[config.mk]
export PLATFORM = sky130hd
export DESIGN_NAME = adc_seq
export DESIGN_NICKNAME = d
export VERILOG_FILES = /design/src/rtl/adc_seq_pkg.sv /design/src/rtl/adc_prescaler.sv /design/src/rtl/adc_sync2.sv /design/src/rtl/adc_result_reg.sv /design/src/rtl/adc_seq.sv
export SDC_FILE = /design/constraint.sdc
export NUM_CORES = 1
export LEC_CHECK = 0
export ABC_CLOCK_PERIOD_IN_PS = 3100
export BUFFER_PORTS_ARGS = -buffer_cell sky130_fd_sc_hd__clkbuf_2
export CORE_MARGIN = 2
export CORE_UTILIZATION = 45
export CTS_BUF_LIST = sky130_fd_sc_hd__clkbuf_2 sky130_fd_sc_hd__clkbuf_4 sky130_fd_sc_hd__clkbuf_8
export DETAILED_ROUTE_END_ITERATION = 10
export PLACE_DENSITY_LB_ADDON = 0.05
export SYNTH_ARGS = -nofsm -noshare
export SYNTH_HDL_FRONTEND = slang
export SYNTH_SLANG_ARGS = --single-unit
export TNS_END_PERCENT = 20
[constraint.sdc]
create_clock -name clk -period 3.1 [get_ports clk]
set_input_delay 0.93 -clock clk [delete_from_list [all_inputs] [get_ports clk]]
set_output_delay 0.93 -clock clk [all_outputs]
set_load 0.005 [all_outputs]
[src/rtl/adc_seq_pkg.sv]
package adc_seq_pkg;

    typedef enum logic [1:0] {
        PH_ZERO  = 2'd0,
        PH_INTEG = 2'd1,
        PH_DEINT = 2'd2
    } phase_t;

endpackage

[src/rtl/adc_prescaler.sv]
module adc_prescaler #(
    parameter int DIV = 4
) (
    input  logic clk,
    input  logic rst,
    output logic tick
);
    localparam int PW = (DIV > 1) ? $clog2(DIV) : 1;

    generate
        if (DIV == 1) begin : g_pass
            assign tick = 1'b1;
        end else begin : g_div
            logic [PW-1:0] pcnt;
            assign tick = (pcnt == PW'(DIV - 1));
            always_ff @(posedge clk) begin
                if (rst || tick) begin
                    pcnt <= '0;
                end else begin
                    pcnt <= pcnt + 1'b1;
                end
            end
        end
    endgenerate
endmodule

[src/rtl/adc_sync2.sv]
module adc_sync2 #(
    parameter int STAGES = 2
) (
    input  logic clk,
    input  logic rst,
    input  logic d,
    output logic q
);
    logic [STAGES-1:0] chain;

    always_ff @(posedge clk) begin
        if (rst) begin
            chain <= '0;
        end else begin
            chain <= {chain[STAGES-2:0], d};
        end
    end

    assign q = chain[STAGES-1];
endmodule

[src/rtl/adc_result_reg.sv]
module adc_result_reg #(
    parameter int RES_W = 11
) (
    input  logic             clk,
    input  logic             rst,
    input  logic             load,
    input  logic             neg_in,
    input  logic [RES_W-1:0] count_in,
    input  logic             ovr_in,
    output logic             res_neg,
    output logic [RES_W-1:0] res_count,
    output logic             res_ovr,
    output logic             res_valid
);
    always_ff @(posedge clk) begin
        if (rst) begin
            res_neg   <= 1'b0;
            res_count <= '0;
            res_ovr   <= 1'b0;
            res_valid <= 1'b0;
        end else begin
            res_valid <= load;
            if (load) begin
                res_neg   <= neg_in;
                res_count <= count_in;
                res_ovr   <= ovr_in;
            end
        end
    end
endmodule

[src/rtl/adc_seq.sv]
module adc_seq
    import adc_seq_pkg::*;
#(
    parameter int PRESCALE     = 4,
    parameter int INT_COUNTS   = 1000,
    parameter int DEINT_MAX    = 2000,
    parameter int CYCLE_COUNTS = 4000,
    parameter int RES_W        = $clog2(DEINT_MAX + 1)
) (
    input  logic             clk,
    input  logic             rst,
    input  logic             cmp_in,
    output logic             az_en,
    output logic             in_en,
    output logic             ref_en,
    output logic             ref_neg,
    output logic             res_neg,
    output logic [RES_W-1:0] res_count,
    output logic             res_ovr,
    output logic             res_valid
);
    localparam int CNT_W   = $clog2(CYCLE_COUNTS + 1);
    localparam int AZ_INIT = CYCLE_COUNTS - INT_COUNTS;

    phase_t           phase;
    logic [CNT_W-1:0] cnt;
    logic [CNT_W-1:0] az_len;
    logic             pol_neg;
    logic             tick;
    logic             cmp_s;

    logic             zero_done;
    logic             integ_done;
    logic             crossed;
    logic             at_limit;
    logic             finish;
    logic [CNT_W-1:0] az_next;

    adc_prescaler #(.DIV(PRESCALE)) u_pre (
        .clk  (clk),
        .rst  (rst),
        .tick (tick)
    );

    adc_sync2 #(.STAGES(2)) u_sync (
        .clk (clk),
        .rst (rst),
        .d   (cmp_in),
        .q   (cmp_s)
    );

    // Transition conditions, evaluated on a count boundary.
    always_comb begin
        zero_done  = (cnt == az_len - 1'b1);
        integ_done = (cnt == CNT_W'(INT_COUNTS - 1));
        crossed    = (cmp_s == pol_neg);
        at_limit   = (cnt == CNT_W'(DEINT_MAX));
        finish     = tick && (phase == PH_DEINT) && (crossed || at_limit);
        az_next    = CNT_W'(AZ_INIT) - cnt;
    end

    // State register.
    always_ff @(posedge clk) begin
        if (rst) begin
            phase   <= PH_ZERO;
            cnt     <= '0;
            az_len  <= CNT_W'(AZ_INIT);
            pol_neg <= 1'b0;
        end else if (tick) begin
            unique case (phase)
                PH_ZERO: begin
                    if (zero_done) begin
                        phase <= PH_INTEG;
                        cnt   <= '0;
                    end else begin
                        cnt <= cnt + 1'b1;
                    end
                end
                PH_INTEG: begin
                    if (integ_done) begin
                        phase   <= PH_DEINT;
                        cnt     <= '0;
                        pol_neg <= ~cmp_s;
                    end else begin
                        cnt <= cnt + 1'b1;
                    end
                end
                PH_DEINT: begin
                    if (crossed || at_limit) begin
                        phase  <= PH_ZERO;
                        cnt    <= '0;
                        az_len <= az_next;
                    end else begin
                        cnt <= cnt + 1'b1;
                    end
                end
                default: begin
                    phase <= PH_ZERO;
                    cnt   <= '0;
                end
            endcase
        end
    end

    // Switch outputs decoded from the phase.
    always_comb begin
        az_en   = 1'b0;
        in_en   = 1'b0;
        ref_en  = 1'b0;
        ref_neg = 1'b0;
        unique case (phase)
            PH_ZERO:  az_en = 1'b1;
            PH_INTEG: in_en = 1'b1;
            PH_DEINT: begin
                ref_en  = 1'b1;
                ref_neg = ~pol_neg;
            end
            default:  az_en = 1'b1;
        endcase
    end

    adc_result_reg #(.RES_W(RES_W)) u_res (
        .clk       (clk),
        .rst       (rst),
        .load      (finish),
        .neg_in    (pol_neg),
        .count_in  (cnt[RES_W-1:0]),
        .ovr_in    (~crossed),
        .res_neg   (res_neg),
        .res_count (res_count),
        .res_ovr   (res_ovr),
        .res_valid (res_valid)
    );
endmodule

==> metrics.txt <==
run status=complete, no violations; library cells used by synthesis=48; WL/cell=14.62 um; I/O Buffers=20; post-CTS setup buffers=0; total power=between 1 and 1.5 mW; initial drt markers=106; CTS Buf Count=5; worst setup path category=flop to flop; cts-stage hold buffer count=0; CP arrival=between 2 and 3 ns; GR Overflow Total=0; DRT Wirelength=5.907 mm; Syn Inst Count=318; core area=5172 sq um; Hold/Removal Path Class=flop to flop; Worst Path Required=3.27 ns; CTS tree=yes; Main synth FF type=dfxtp_1; busiest grt layer=met2; fmax=0.3569 GHz; Post-Syn Area per Cell=7.728 sq um; setup violators final=0; clock buffer depth=2; layout cells sized above 1=0.1467; clk_lat worst skew=around 0.3 ns; vias per cell=5.411; area grow syn2layout=13.75%; Nets=344; hold_ws=roughly 0.43 ns; Worst setup SP type=flop; Worst VDD drop=0.2340 mV; antenna fix cells=0; largest net degree at the start of global routing=30; crit-path max FO=11; Worst-path clk slew=around 0.090 ns; CTS resizes=0; via count=~2200; Initial Util=0.4751; met3 usage=0.03372; Max Cap Viol=0; Slew Viols, Final=0; setup_tns=0 ns; area of the multi-input gates=1425 sq um; Seq pwr share=0.470; M1 GR Usage=0.2746; ANT nets after route=0; FFs w/ async S/R, synth=0; Reg area=880.8 sq um; root buf cell=clkbuf_8; Static Leak=around 1.1 nW; antenna violations before repair=0; first-pass GRT wire length=9.818 mm; Max-slew headroom=0.6051; synth warn=0; PwrDens=437.0 nW/um^2; fillers=just over 500; post-synthesis sequential area ratio=0.3585; Final Wtd Congestion=roughly 0.83; final hold viol count=0; slew at the pin closest to its max-slew limit=0.5916 ns; row count=26; Clock Sinks=44; Int Power=0.9860 mW; fin crit share=0.9038; vias in the first global route=1970; switch share=0.1928; Syn Std Cell Area=2457 sq um; die width=about 78 um; All-Layer GR Usage=0.2049; Die Ht=77.90 um; Final Critical Period=2.802 ns; drt first pass iters=4; met2 Use GR=0.3405; Top Ports=21; Post-Syn Nets=329; Clock power frac=0.499; Reg2Reg Setup Slack=slightly below 0.3 ns; skew final=0.007335 ns; #FFs+latches synth=44; Post-synth EDFFs=0; total die area=6068 sq um; H-tree Lvls=2; combinational share of power=0.031; Residual DRC=0; unrepaired setup endpoints after global routing=false; placed wire-length estimate=4.086 mm; Critical Path End Type=flop; P_sw=0.2355 mW
==> synth_stat cells, drive strengths merged (2+ instances only) <==
| library cell | number | area share |
|---|---|---|
| nand2 | 64 | 0.098 |
| a211oi | 4 | 0.014 |
| nor4b | 2 | 0.0071 |
| and2 | 3 | 0.0076 |
| a21o | 2 | 0.0061 |
| o211ai | 20 | 0.061 |
| nor3 | 7 | 0.014 |
| nor4 | 4 | 0.010 |
| buf | 4 | 0.0097 |
| nand3 | 8 | 0.016 |
| nor2b | 4 | 0.010 |
| or4 | 2 | 0.0061 |
| dfxtp | 44 | 0.36 |
| clkbuf | 20 | 0.031 |
| o21ai | 9 | 0.023 |
| ha | 8 | 0.041 |
| nor2 | 22 | 0.034 |
| or2 | 4 | 0.010 |
| a21oi | 17 | 0.035 |
| xnor2 | 17 | 0.061 |
| o211a | 2 | 0.0081 |
| nand4 | 4 | 0.010 |
| inv | 13 | 0.020 |
| xor2 | 7 | 0.025 |
| and3 | 2 | 0.0051 |
| o221ai | 2 | 0.0071 |
| nand2b | 3 | 0.0076 |
| a31oi | 5 | 0.013 |
==> metal layers <==
layer	vias to the layer above	share of wire
li1	1128	-
met1	995	0.47
met2	58	0.47
met5	-	0
met4	0	0.0073
met3	5	0.052
==> registers in the layout, summed over array words and instances (netlist names) <==
| register | flops |
|---|---|
| az_len | 12 |
| cnt | 12 |
| u_res.res_count | 10 |
| phase | 2 |
| u_pre.g_div.pcnt | 2 |
| u_sync.chain | 2 |
| pol_neg | 1 |
| u_res.res_neg | 1 |
| u_res.res_ovr | 1 |
| u_res.res_valid | 1 |
==> cells by family after synthesis <==
logic type | after synthesis | share of synthesized area
simple gates | 133 | 0.2485
compound gates | 70 | 0.2011
flops | 44 | 0.3585
buf+inv | 38 | 0.06160
xor+xnor | 24 | 0.08554
fa+ha+maj | 8 | 0.04073
mux | 1 | 0.004073
==> cell usage in the layout, fill, tap and decap left out, types with 5 or more instances in the layout <==
master    count
nor3_1        7
clkbuf_8      5
clkbuf_2     20
o21ai_0       5
nand2_1      64
nand3_1       8
xor2_1        7
xnor2_1      17
buf_4        12
dfxtp_1      44
ha_1          8
a21oi_1      17
a31oi_1       5
nor2_1       22
inv_1        13
o211ai_1     20
==> cell type report <==
class,instances,area share
Timing Repair Buffer,32,0.06804
Sequential cell,44,0.3151
Clock inverter,3,0.03223
Inverter,14,0.01880
Tap cell,70,0.03133
Multi-Input combinational cell,236,0.5098
Clock buffer,5,0.02462
==> stage by stage <==
step / setup slack (ns) / cells / cell area [sq um] / util
finish: 0.2983 / 404 / 2795 / 0.5404
global route: 0.1563 / 404 / 2795 / 0.5404
CTS: 0.3050 / 404 / 2795 / 0.5404
detailed placement: 0.3421 / 396 / 2636 / 0.5097
global placement: 0.3863 / 396 / 2636 / 0.5097
floorplan: 0.5452 / 318 / 2457 / -
==> critical path, cell delays in order (launching register included) <==
cell and delay, ns:
dfxtp_1 0.38, or4_1 0.58, or4_1 0.52, a21o_1 0.20, a211oi_2 0.24, a31oi_1 0.12, buf_4 0.20, o21ai_4 0.29
o211ai_1 0.14
==> power by group through the flow <==
stage / Clock (mW) / Sequential, mW / Combinational, mW
after floorplan: 0 / 0.587 / 0.0260
after global placement: 0 / 0.588 / 0.0380
after detailed placement: 0 / 0.588 / 0.0378
after CTS: 0.623 / 0.575 / 0.0385
after global routing: 0.641 / 0.576 / 0.0427
final: 0.609 / 0.574 / 0.0381
==> final timing paths <==
check / start / end / cells after the start
hold / removal: u_pre.g_div.pcnt[0]$_SDFF_PP0_ / u_pre.g_div.pcnt[0]$_SDFF_PP0_ / 1
setup reg to reg: az_len[0]$_SDFFE_PP0P_ / cnt[2]$_SDFFE_PP0P_ / 8
setup / recovery: az_len[0]$_SDFFE_PP0P_ / cnt[2]$_SDFFE_PP0P_ / 8
hold reg to reg: u_pre.g_div.pcnt[0]$_SDFF_PP0_ / u_pre.g_div.pcnt[0]$_SDFF_PP0_ / 1
(Power assumes the default switching activity.)
